===== config.mk =====
export PLATFORM = sky130hd
export DESIGN_NAME = nand_erase_seq
export DESIGN_NICKNAME = d
export VERILOG_FILES = /design/src/rtl/nand_erase_pkg.sv /design/src/rtl/nand_bus_cycle.sv /design/src/rtl/nand_busy_wait.sv /design/src/rtl/nand_status_decode.sv /design/src/rtl/nand_erase_seq.sv
export SDC_FILE = /design/constraint.sdc
export NUM_CORES = 1
export LEC_CHECK = 0
export ABC_AREA = 1
export BUFFER_PORTS_ARGS = -buffer_cell sky130_fd_sc_hd__buf_2
export CORE_MARGIN = 2
export CORE_UTILIZATION = 43
export DETAILED_ROUTE_END_ITERATION = 6
export GPL_ROUTABILITY_DRIVEN = 1
export GPL_TIMING_DRIVEN = 0
export PLACE_DENSITY_LB_ADDON = 0.15
export SYNTH_ARGS = -nofsm -noshare
export SYNTH_HDL_FRONTEND = slang
export SYNTH_HIERARCHICAL = 1
export SYNTH_SLANG_ARGS = --single-unit

===== constraint.sdc =====
create_clock -name clk_i -period 1.5 [get_ports clk_i]
set_input_delay 0 -clock clk_i [delete_from_list [all_inputs] [get_ports clk_i]]
set_output_delay 0 -clock clk_i [all_outputs]
set_load 0.01 [all_outputs]

===== src/rtl/nand_erase_pkg.sv =====
package nand_erase_pkg;
  localparam int unsigned BLK_W = 10;
  localparam logic [7:0] CMD_SETUP   = 8'h60;
  localparam logic [7:0] CMD_CONFIRM = 8'hD0;
  localparam logic [7:0] CMD_STATUS  = 8'h70;

  typedef enum logic [3:0] {
    S_IDLE, S_SETUP, S_ADR0, S_ADR1, S_CONF, S_WAIT, S_STAT, S_READ, S_FIN
  } seq_state_e;
endpackage


===== src/rtl/nand_bus_cycle.sv =====
module nand_bus_cycle #(
  parameter int unsigned WE_LO  = 2,
  parameter int unsigned RE_LO  = 2,
  parameter int unsigned STB_HI = 2
) (
  input  logic       clk_i,
  input  logic       rst_ni,
  input  logic       go_i,
  input  logic       rd_i,
  input  logic [7:0] io_i,
  output logic       we_no,
  output logic       re_no,
  output logic       active_o,
  output logic       last_o,
  output logic [7:0] rdata_o
);
  localparam int unsigned MAX_LO = (WE_LO > RE_LO) ? WE_LO : RE_LO;
  localparam int unsigned CW     = $clog2(MAX_LO + STB_HI + 1);

  logic [CW-1:0] cnt_q;
  logic [CW-1:0] lo_len;
  logic          act_q, rd_q, low;

  assign lo_len   = rd_q ? CW'(RE_LO) : CW'(WE_LO);
  assign low      = act_q && (cnt_q < lo_len);
  assign last_o   = act_q && (cnt_q == lo_len + CW'(STB_HI) - CW'(1));
  assign active_o = act_q;
  assign we_no    = !(low && !rd_q);
  assign re_no    = !(low && rd_q);

  always_ff @(posedge clk_i or negedge rst_ni) begin
    if (!rst_ni) begin
      act_q   <= 1'b0;
      rd_q    <= 1'b0;
      cnt_q   <= '0;
      rdata_o <= '0;
    end else if (go_i && !act_q) begin
      act_q <= 1'b1;
      rd_q  <= rd_i;
      cnt_q <= '0;
    end else if (act_q) begin
      // sample in the final low cycle of a read strobe
      if (rd_q && (cnt_q == lo_len - CW'(1))) rdata_o <= io_i;
      if (last_o) act_q <= 1'b0;
      else        cnt_q <= cnt_q + CW'(1);
    end
  end
endmodule


===== src/rtl/nand_busy_wait.sv =====
module nand_busy_wait #(
  parameter int unsigned TO_CYC = 4096
) (
  input  logic clk_i,
  input  logic rst_ni,
  input  logic arm_i,
  input  logic rdy_i,
  output logic ok_o,
  output logic to_o
);
  localparam int unsigned TW = $clog2(TO_CYC + 1);

  logic [1:0]    sync_q;
  logic          rdy_s, run_q, seen_q;
  logic [TW-1:0] cnt_q;

  assign rdy_s = sync_q[1];
  assign ok_o  = run_q && seen_q && rdy_s;
  assign to_o  = run_q && !ok_o && (cnt_q == TW'(TO_CYC - 1));

  always_ff @(posedge clk_i or negedge rst_ni) begin
    if (!rst_ni) begin
      sync_q <= 2'b11;
      run_q  <= 1'b0;
      seen_q <= 1'b0;
      cnt_q  <= '0;
    end else begin
      sync_q <= {sync_q[0], rdy_i};
      if (arm_i) begin
        run_q  <= 1'b1;
        seen_q <= 1'b0;
        cnt_q  <= '0;
      end else if (run_q) begin
        cnt_q <= cnt_q + TW'(1);
        if (!rdy_s) seen_q <= 1'b1;
        if (ok_o || to_o) run_q <= 1'b0;
      end
    end
  end
endmodule


===== src/rtl/nand_status_decode.sv =====
module nand_status_decode (
  input  logic [7:0] st_i,
  output logic       pass_o,
  output logic       wp_o
);
  logic unused_rsvd;
  assign unused_rsvd = ^st_i[5:1];
  assign pass_o = !st_i[0] && st_i[6];
  assign wp_o   = !st_i[7];
endmodule


===== src/rtl/nand_erase_seq.sv =====
module nand_erase_seq
  import nand_erase_pkg::*;
#(
  parameter int unsigned WE_LO  = 2,
  parameter int unsigned RE_LO  = 2,
  parameter int unsigned STB_HI = 2,
  parameter int unsigned TO_CYC = 4096
) (
  input  logic             clk_i,
  input  logic             rst_ni,
  input  logic             start_i,
  input  logic [BLK_W-1:0] blk_i,
  input  logic             rdy_i,
  input  logic [7:0]       io_i,
  output logic             cle_o,
  output logic             ale_o,
  output logic             ce_no,
  output logic             we_no,
  output logic             re_no,
  output logic [7:0]       io_o,
  output logic             io_oe_o,
  output logic             busy_o,
  output logic             done_o,
  output logic             pass_o,
  output logic             wp_o,
  output logic             timeout_o
);
  seq_state_e       state_q, nxt_bus;
  logic             issued_q;
  logic [BLK_W-1:0] blk_q;
  logic             bus_state, bus_go, bus_act, bus_last;
  logic             arm, wait_ok, wait_to;
  logic [7:0]       rdata;
  logic             dec_pass, dec_wp;

  assign bus_state = (state_q == S_SETUP) || (state_q == S_ADR0) || (state_q == S_ADR1) ||
                     (state_q == S_CONF)  || (state_q == S_STAT) || (state_q == S_READ);
  assign bus_go    = bus_state && !issued_q && !bus_act;
  assign arm       = (state_q == S_WAIT) && !issued_q;

  always_comb begin
    unique case (state_q)
      S_SETUP: nxt_bus = S_ADR0;
      S_ADR0:  nxt_bus = S_ADR1;
      S_ADR1:  nxt_bus = S_CONF;
      S_CONF:  nxt_bus = S_WAIT;
      S_STAT:  nxt_bus = S_READ;
      default: nxt_bus = S_FIN;
    endcase
  end

  always_comb begin
    unique case (state_q)
      S_SETUP: io_o = CMD_SETUP;
      S_ADR0:  io_o = {blk_q[2:0], 5'b00000};
      S_ADR1:  io_o = {1'b0, blk_q[9:3]};
      S_CONF:  io_o = CMD_CONFIRM;
      S_STAT:  io_o = CMD_STATUS;
      default: io_o = 8'h00;
    endcase
  end

  assign cle_o   = (state_q == S_SETUP) || (state_q == S_CONF) || (state_q == S_STAT);
  assign ale_o   = (state_q == S_ADR0) || (state_q == S_ADR1);
  assign io_oe_o = cle_o || ale_o;
  assign ce_no   = (state_q == S_IDLE) || (state_q == S_FIN);
  assign busy_o  = (state_q != S_IDLE);
  assign done_o  = (state_q == S_FIN);

  nand_bus_cycle #(
    .WE_LO (WE_LO),
    .RE_LO (RE_LO),
    .STB_HI(STB_HI)
  ) u_bus (
    .clk_i   (clk_i),
    .rst_ni  (rst_ni),
    .go_i    (bus_go),
    .rd_i    (state_q == S_READ),
    .io_i    (io_i),
    .we_no   (we_no),
    .re_no   (re_no),
    .active_o(bus_act),
    .last_o  (bus_last),
    .rdata_o (rdata)
  );

  nand_busy_wait #(
    .TO_CYC(TO_CYC)
  ) u_wait (
    .clk_i (clk_i),
    .rst_ni(rst_ni),
    .arm_i (arm),
    .rdy_i (rdy_i),
    .ok_o  (wait_ok),
    .to_o  (wait_to)
  );

  nand_status_decode u_dec (
    .st_i  (rdata),
    .pass_o(dec_pass),
    .wp_o  (dec_wp)
  );

  always_ff @(posedge clk_i or negedge rst_ni) begin
    if (!rst_ni) begin
      state_q   <= S_IDLE;
      issued_q  <= 1'b0;
      blk_q     <= '0;
      pass_o    <= 1'b0;
      wp_o      <= 1'b0;
      timeout_o <= 1'b0;
    end else begin
      unique case (state_q)
        S_IDLE: begin
          issued_q <= 1'b0;
          if (start_i) begin
            blk_q     <= blk_i;
            pass_o    <= 1'b0;
            wp_o      <= 1'b0;
            timeout_o <= 1'b0;
            state_q   <= S_SETUP;
          end
        end
        S_WAIT: begin
          if (!issued_q) issued_q <= 1'b1;
          if (wait_ok) begin
            issued_q <= 1'b0;
            state_q  <= S_STAT;
          end else if (wait_to) begin
            issued_q  <= 1'b0;
            timeout_o <= 1'b1;
            state_q   <= S_FIN;
          end
        end
        S_FIN: state_q <= S_IDLE;
        default: begin
          if (bus_go) issued_q <= 1'b1;
          if (bus_last) begin
            issued_q <= 1'b0;
            state_q  <= nxt_bus;
            if (state_q == S_READ) begin
              pass_o <= dec_pass;
              wp_o   <= dec_wp;
            end
          end
        end
      endcase
    end
  end
endmodule


### Yosys cells after proc, flatten, opt, wreduce, memory -nomap -nowiden

Index checks and enable logic that the tools add are counted.

| operators by class | value |
|---|---|
| $add $sub $neg | 2 |
| order comparisons | 1 |
| equal/unequal tests | 17 |
| mux-type cells | 36 |
| bitwise operators | 3 |
| reduce and logical (&&, ||, !) cells | 51 |

Operator list:

| kind | number |
|---|---|
| one-hot mux 8 bit (5 select lines) | 1 |
| two-way mux 13 bit | 2 |
| two-way mux 1 bit | 20 |
| one-hot mux 4 bit (5 select lines) | 1 |
| equality test 4 x 3 -> 1 bit, second input constant | 4 |
| two-way mux 4 bit | 4 |
| logical AND 1 bit | 14 |
| adder 13 x 1 -> 13 bit, second input constant | 1 |
| equality test 13 x 12 -> 1 bit, second input constant | 1 |
| one-hot mux 4 bit (3 select lines) | 1 |
| nonzero test 4 bit | 3 |
| logical OR 1 bit | 11 |
| nonzero test 2 bit | 5 |
| two-way mux 3 bit | 3 |
| equality test 4 x 2 -> 1 bit, second input constant | 2 |
| logical NOT 1 bit | 8 |
| AND reduction 2 bit | 4 |
| AND reduction 4 bit | 2 |
| != test 2 bit, second input constant | 3 |
| one-hot mux 1 bit (2 select lines) | 3 |
| AND reduction 3 bit | 2 |
| equality test 4 x 1 -> 1 bit, second input constant | 1 |
| equality test 4 bit, second input constant | 1 |
| logical NOT 4 bit | 1 |
| 9 further kinds | 12 |

| storage, ports and cells | value |
|---|---|
| register bits after elaboration | 48 |
| output and inout bits | 19 |
| logic and storage cells | 124 |

### Depth between registers and ports, before layout

Gate-level depths: netlist (run 1).

| depth | value |
|---|---|
| depth in word-level cells | 11 |
| mapped depth | 11 |
| gate-level depth less buffers | 11 |

### Cells and area by module

Netlist (run 1), hierarchy kept.

By module, submodules not included:

| module | times used | cells an instance | area each (um^2) | seq. area each (um^2) |
|---|---|---|---|---|
| nand_erase_seq | 1 | 160 | 1082.3 | 450.4 |
| nand_busy_wait | 1 | 113 | 917.1 | 427.9 |
| nand_bus_cycle | 1 | 72 | 610.6 | 325.3 |
| nand_status_decode | 1 | 3 | 13.8 | 0.0 |

### Worst setup path after synthesis (run 1)

No wires, ideal clock.

| timing path | value |
|---|---|
| kind | reg-to-reg |
| start | register state_q[2] |
| end | register u_wait.cnt_q[12] |
| setup time | 117 ps |
| arrival | 1546 ps |
| slack | -162 ps |
| stages on the path, launching flop included | 12 |
| path buffers | 0 |
| cell sequence | dfrtp_1 inv_2 nor2_4 nand2_2 nor2_1 nor2_4 nor2_4 inv_2 nor2_2 nand2_1 nand2_1 nor2_1 |

| between the ends | value |
|---|---|
| longest elaborated chain between the ends | 3 |
| elaborated cells between the ends (all ways) | 4 |
| those cells by class | eq/ne (1); mux (1); reduce/logical (2) |

RTL lines:

| what | RTL line | text |
|---|---|---|
| from (decl) | nand_erase_seq.sv:28 | `seq_state_e state_q, nxt_bus;` |
| from (signal assigned) | nand_erase_seq.sv:140 | `state_q <= nxt_bus;` |
| equality test 4 x 3 -> 1 bit * | nand_erase_seq.sv:39 | `assign arm = (state_q == S_WAIT) && !issued_q;` |
| logical AND 1 bit * | nand_erase_seq.sv:39 |  |
| via arm | nand_erase_seq.sv:32 | `logic arm, wait_ok, wait_to;` |
| two-way mux 13 bit / nonzero test 2 bit (equally long branches) | n/a |  |
| to (signal assigned) | nand_busy_wait.sv:34 | `cnt_q <= cnt_q + TW'(1);` |
| to (decl) | nand_busy_wait.sv:15 | `logic [TW-1:0] cnt_q;` |

The timed path passes the listed nets; every way through them passes the cells marked *.
A chain may end at the register's enable or synchronous reset.

### Worst setup path after layout (run 1)

| timing path | value |
|---|---|
| start | register u_wait.cnt_q[0] |
| end | register state_q[3] |

| between the ends | value |
|---|---|
| longest elaborated chain between the ends | 4 |

RTL lines:

| what | RTL line | text |
|---|---|---|
| equality test 13 x 12 -> 1 bit | nand_busy_wait.sv:19 | `assign to_o = run_q && !ok_o && (cnt_q == TW'(TO_CYC - 1));` |
| logical AND 1 bit | nand_busy_wait.sv:19 |  |
| via wait_to | nand_erase_seq.sv:32 |  |
| != test 3 x 1 -> 1 bit (no line) | n/a |  |
| AND reduction 3 bit (no line) | n/a |  |

The timed path passes the listed nets, and every way through them passes these cells.

==> impl_metrics.tcl, run 1 <==
set metrics [dict create \
    initial_core_util_pct 44.5 \
    data_arrival_time_at_the_worst_slack_endpoint_ns 1.80 \
    grt_pass1_wl_microns 9130 \
    syn_inst 328 \
    nets 442 \
    route.detailed.drc 0 \
    tritoncts "done" \
    synth_fp_nets 354 \
    die_h_microns 79.3 \
    route.detailed.wl_per_inst_microns 11.8 \
    setup_repair_after_global_routing_missed_its_margin "yes" \
    count_of_endpoints_failing_hold_in_the_final_timing_report 0 \
    largest_net_degree_at_the_start_of_global_routing 44 \
    die_width_microns 79.3 \
    worst_setup_hold_path_clk_slew_ns 0.08 \
    setup_violations 13 \
    finalHoldWorstSlack_ns 0.156 \
    antenna_found_initial 0 \
    dp.final_hpwl_microns 3540 \
    post-route-min-period_ns 1.57 \
    crit_path_max_incr_delay_ns 0.40 \
    power_leakage_uw 0.00181 \
    crit_required_ns 1.73 \
    layout_worst_path_cycle_share_pct 105 \
    design.die.area_sq_um 6280 \
    critPathSlowestCell "dfrtp_1" \
    final_worst_setup_slack_ns -0.0748 \
    grt_overflow 0 \
    synth_area_per_cell_sq_um 7.43 \
    worst_slew_pin_slew_ns 0.963 \
    ys_warn_count 6 \
    detail_route.first_pass.iterations 4 \
    clk-insertion-delay-late_ns 0.30 \
    p_per_area_nw_per_um2 1650 \
    worst_setup_end_kind "flip-flop" \
    gp_congestion 0.811 \
    violated_checks "setup timing" \
    tritoncts.num_buffers 5 \
    placement_rows 27 \
    critical_path_class "reg2reg" \
    run_status "finished with violations" \
    io-pin-count 41 \
    vias 2295 \
    critical_path.startpoint_type "flip-flop" \
    maxCapViolCount 0 \
    area_growth_syn_to_layout_pct 39.8 \
    first_iter_violations 84 \
    final_wirelength_microns 5770 \
    vdd_drop_max_mv 1.06 \
    clock_tree.root_cell "clkbuf_8" \
    slew_headroom_pct 35.8 \
    post-layout-total-power_uw 5610 \
    class_of_the_tightest_hold_or_removal_check "in2reg" \
    route.antenna.remaining_nets 0 \
    mappedNetlistArea_sq_um 2440 \
    first_global_vias 2119 \
    most-common-layout-cells "nand2_1 (108), inv_1 (38), dfrtp_1 (37)" \
    n_antenna_cell 0 \
    clock_path_buffers 2 \
    htreeDepth 2 \
    viasPerCell 4.69 \
    finalMaxSlewViolations 0 \
    numPortBuffers 35 \
    regToRegSetupSlack_ns -0.07 \
    timing.fmax_mhz 635 \
    clock_skew_ns 0.00888 \
    final_common_cell "nand2_1" \
    grtUsageTotal_pct 18.4 \
    path_max_fanout 4 \
    cts.sink_count 43 \
    setup_tns_ns -0.433 \
    crit_chain "ha_4 -> nand3_4 -> nor4_4 -> nor2_1 -> nand2_2 -> nand2_2 -> nor2_4 -> nand2_1 -> nand2_1" \
    core_area_sq_um 5470 \
    drive_above_1_share_pct 36.5 \
]
==> sequential cells by signal, indices dropped and copies added, names as in the netlist, 2 cells and up <==
signal / cells
state_q: 4
u_wait/sync_q: 2
u_bus/rdata_o: 3
u_bus/cnt_q: 3
blk_q: 10
u_wait/cnt_q: 13
==> cell type report <==
cell class                      count  area (sq um)
Buffer                              4          37.5
Clock buffer                        6          82.6
Clock inverter                      2          35.0
Fill cell                         496          2070
Inverter                           49           186
Multi-Input combinational cell    232          1300
Sequential cell                    43          1080
Tap cell                           72          90.1
Timing Repair Buffer               81           586
==> power breakdown <==
group	switching [uW]	total (uW)	internal [uW]
sequential	286	1800	1510
combinational	1620	2860	1250
clock	413	952	539
==> metal layers <==
layer	GRT usage, %	routed length (microns)	up-vias
met4	7.24	51	0
met5	0	0	-
met3	3.52	120	7
li1	-	-	1190
met1	22.2	2610	1077
met2	32.4	2990	21
==> worst paths after layout <==
kind / start / endpoint / depth (start not counted)
hold / removal: start_i / blk_q[5] / 5
min in group asynchronous: rst_ni / u_wait/cnt_q[5] / 2
hold reg to reg: u_wait/sync_q[0] / u_wait/sync_q[1] / 0
setup reg to reg: u_wait/cnt_q[0] / state_q[3] / 9
setup / recovery: u_wait/cnt_q[0] / state_q[3] / 9
max in group asynchronous: rst_ni / state_q[0] / 2
==> through the flow <==
step / instance area (sq um) / utilization [%] / worst slack (ns) / cells
4_1_cts: 3160 / 57.8 / -0.0525 / 474
6_report: 3400 / 62.2 / -0.0748 / 489
3_3_place_gp: 2720 / 49.7 / -0.229 / 435
3_5_place_dp: 2720 / 49.7 / -0.253 / 435
2_1_floorplan: 2450 / - / 0.0174 / 328
5_1_grt: 3400 / 62.2 / -0.178 / 489
==> repair_timing <==
action | CTS | global route
hold endpoints to repair | 55 | 0
pin swaps | 9 | 20
cloned | 0 | 1
buffers inserted | 16 | 14
hold buffers | 15 | 0
endpoints found under the setup margin | 27 | 40
resized for setup | 16 | 38
==> critical path: cells and delay by family (launching register included) <==
kind | cells | cell delay [ns]
AND/OR/NAND/NOR | 8 | 0.94
flip-flops | 1 | 0.40
adder cells (fa/ha/maj) | 1 | 0.17
(Power assumes the default switching activity.)
==> run 2, diff against run 1 <==
- CORE_UTILIZATION: 43 -> 51
==> impl_metrics.tcl, run 2 (synthesis gave the netlist of run 1 again) <==
set metrics [dict create \
    first_iter_violations 89 \
    clk-insertion-delay-late_ns 0.30 \
    dp.final_hpwl_microns 3530 \
    grtUsageMet2_pct 39.5 \
    route.detailed.drc 0 \
    clock_skew_ns 0.00531 \
    final_worst_setup_slack_ns -0.0310 \
    worstHoldStart "start_i" \
    die_h_microns 73.1 \
    run_status "finished with violations" \
    worst_setup_hold_path_clk_slew_ns 0.08 \
    power_leakage_uw 0.00179 \
    largest_net_degree_at_the_start_of_global_routing 44 \
    violated_checks "setup timing" \
    reg_top3 "u_wait/cnt_q: 13 flops, blk_q: 10 flops, state_q: 4 flops" \
    count_of_endpoints_failing_hold_in_the_final_timing_report 0 \
    finalHoldWorstSlack_ns 0.197 \
    r2r_cells 9 \
    drive_above_1_share_pct 36.0 \
    final_common_cell "nand2_1" \
    area_growth_syn_to_layout_pct 36.2 \
    grt_overflow 0 \
    layout_worst_path_cycle_share_pct 102 \
    worst_slew_pin_slew_ns 0.963 \
    clock_tree.root_cell "clkbuf_8" \
    grt-busiest-layer "met2" \
    die_width_microns 73.1 \
    maxCapViolCount 0 \
    initial_core_util_pct 52.3 \
    route.detailed.wl_per_inst_microns 12.0 \
    p_per_area_nw_per_um2 1610 \
    groute.layer.met1.usage_pct 26.1 \
    setup_violations 5 \
    n_antenna_cell 0 \
    largest_reg_flops 13 \
    antenna_found_initial 0 \
    min_delay_path_depth 6 \
    gp_congestion 0.818 \
    worst_setup_end_kind "primary output" \
    setup_repair_after_global_routing_missed_its_margin "yes" \
    vias 2332 \
    crit_required_ns 1.50 \
    placement_rows 25 \
    tritoncts.num_buffers 5 \
    clock_path_buffers 2 \
    core_area_sq_um 4660 \
    first_global_vias 2255 \
    timing.fmax_mhz 653 \
    post-place-ws_ns -0.200 \
    critical_r2r_launch "u_wait/cnt_q[0]" \
    class_of_the_tightest_hold_or_removal_check "in2reg" \
    regMostFlops "u_wait/cnt_q" \
    detail_route.first_pass.iterations 4 \
    critical_path_class "reg2out" \
    path_max_fanout 6 \
    final_wirelength_microns 5590 \
    finalMaxSlewViolations 0 \
    htreeDepth 2 \
    viasPerCell 5.02 \
    design.die.area_sq_um 5350 \
    grt.met3_usage_pct 4.28 \
    tritoncts "done" \
    timing.hold.worst_endpoint "blk_q[7]" \
    vdd_drop_max_mv 0.981 \
    cts.sink_count 43 \
    critical_path.startpoint_type "flip-flop" \
    post-route-min-period_ns 1.53 \
    numPortBuffers 35 \
    data_arrival_time_at_the_worst_slack_endpoint_ns 1.53 \
    grt_pass1_wl_microns 9260 \
    regToRegSetupSlack_ns -0.02 \
    route.antenna.remaining_nets 0 \
    nets 436 \
    slew_headroom_pct 35.8 \
    r2r-end "state_q[1]" \
    grtUsageTotal_pct 22.0 \
    io-pin-count 41 \
    most-common-layout-cells "nand2_1 (108), inv_1 (37), dfrtp_1 (37)" \
]
[run 2: cell count changes in the layout (fill, tap and decap cells not counted), sizes merged]
cell  delta
buf      -6
[run 2: stage by stage]
stage	area (sq um)	utilization, %	power (uW)	cells	TNS (ns)
after floorplan	2450	-	3310	328	0
after detailed placement	2700	57.8	3860	417	-2.22
after global placement	2700	57.8	3810	417	-2.02
final	3320	71.2	5340	465	-0.108
after global routing	3320	71.2	5800	465	-1.33
after CTS	3140	67.5	5090	457	-0.00475
[run 2: how the worst max path moves through the flow]
stage / start / to / slack (ns)
after floorplan: u_wait/cnt_q[4] / state_q[3] / 0.02
after global placement: u_wait/cnt_q[6] / state_q[2] / -0.20
after detailed placement: u_wait/cnt_q[6] / state_q[2] / -0.20
after CTS: state_q[3] / io_o[6] / -0.005
after global routing: u_wait/cnt_q[5] / state_q[1] / -0.14
final: state_q[3] / io_o[6] / -0.03
[run 2: layout make-up]
type                       instances  area [sq um]
sequential                        43          1080
timing repair buffer              75           517
fill                             373          1340
clock inverter                     2          35.0
multi-input combinational        232          1310
tap                               54          67.6
clock buffer                       6          82.6
inverter                          49           184
buffer                             4          41.3
[run 2: layer usage]
metal	part of all wire [%]	vias up
met5	0	-
met4	1.2	0
met3	3.2	6
met2	55	48
met1	41	1107
li1	-	1171
[run 2: power by group]
| part | leakage [uW] | internal (uW) | total (uW) | switching [uW] |
|---|---|---|---|---|
| combinational | 0.00119 | 1090 | 2620 | 1530 |
| sequential | 0.000538 | 1510 | 1790 | 274 |
| clock | 0.0000612 | 539 | 935 | 396 |
[run 2: critical path, cell delays in order, from the launching register on]
cell	delay, ns
dfrtp_2	0.47
buf_4	0.17
nor2_4	0.15
nand2_1	0.13
nand2_1	0.10
a21oi_1	0.04
nand2_1	0.05
buf_2	0.12
[run 2: timing repair]
action,4_1_cts,5_1_grt
buffers inserted,17,7
hold buffers,15,0
setup endpoints to repair,25,36
pin swaps,11,11
hold endpoints to repair,55,0
gates cloned,0,1
resized for setup,14,38
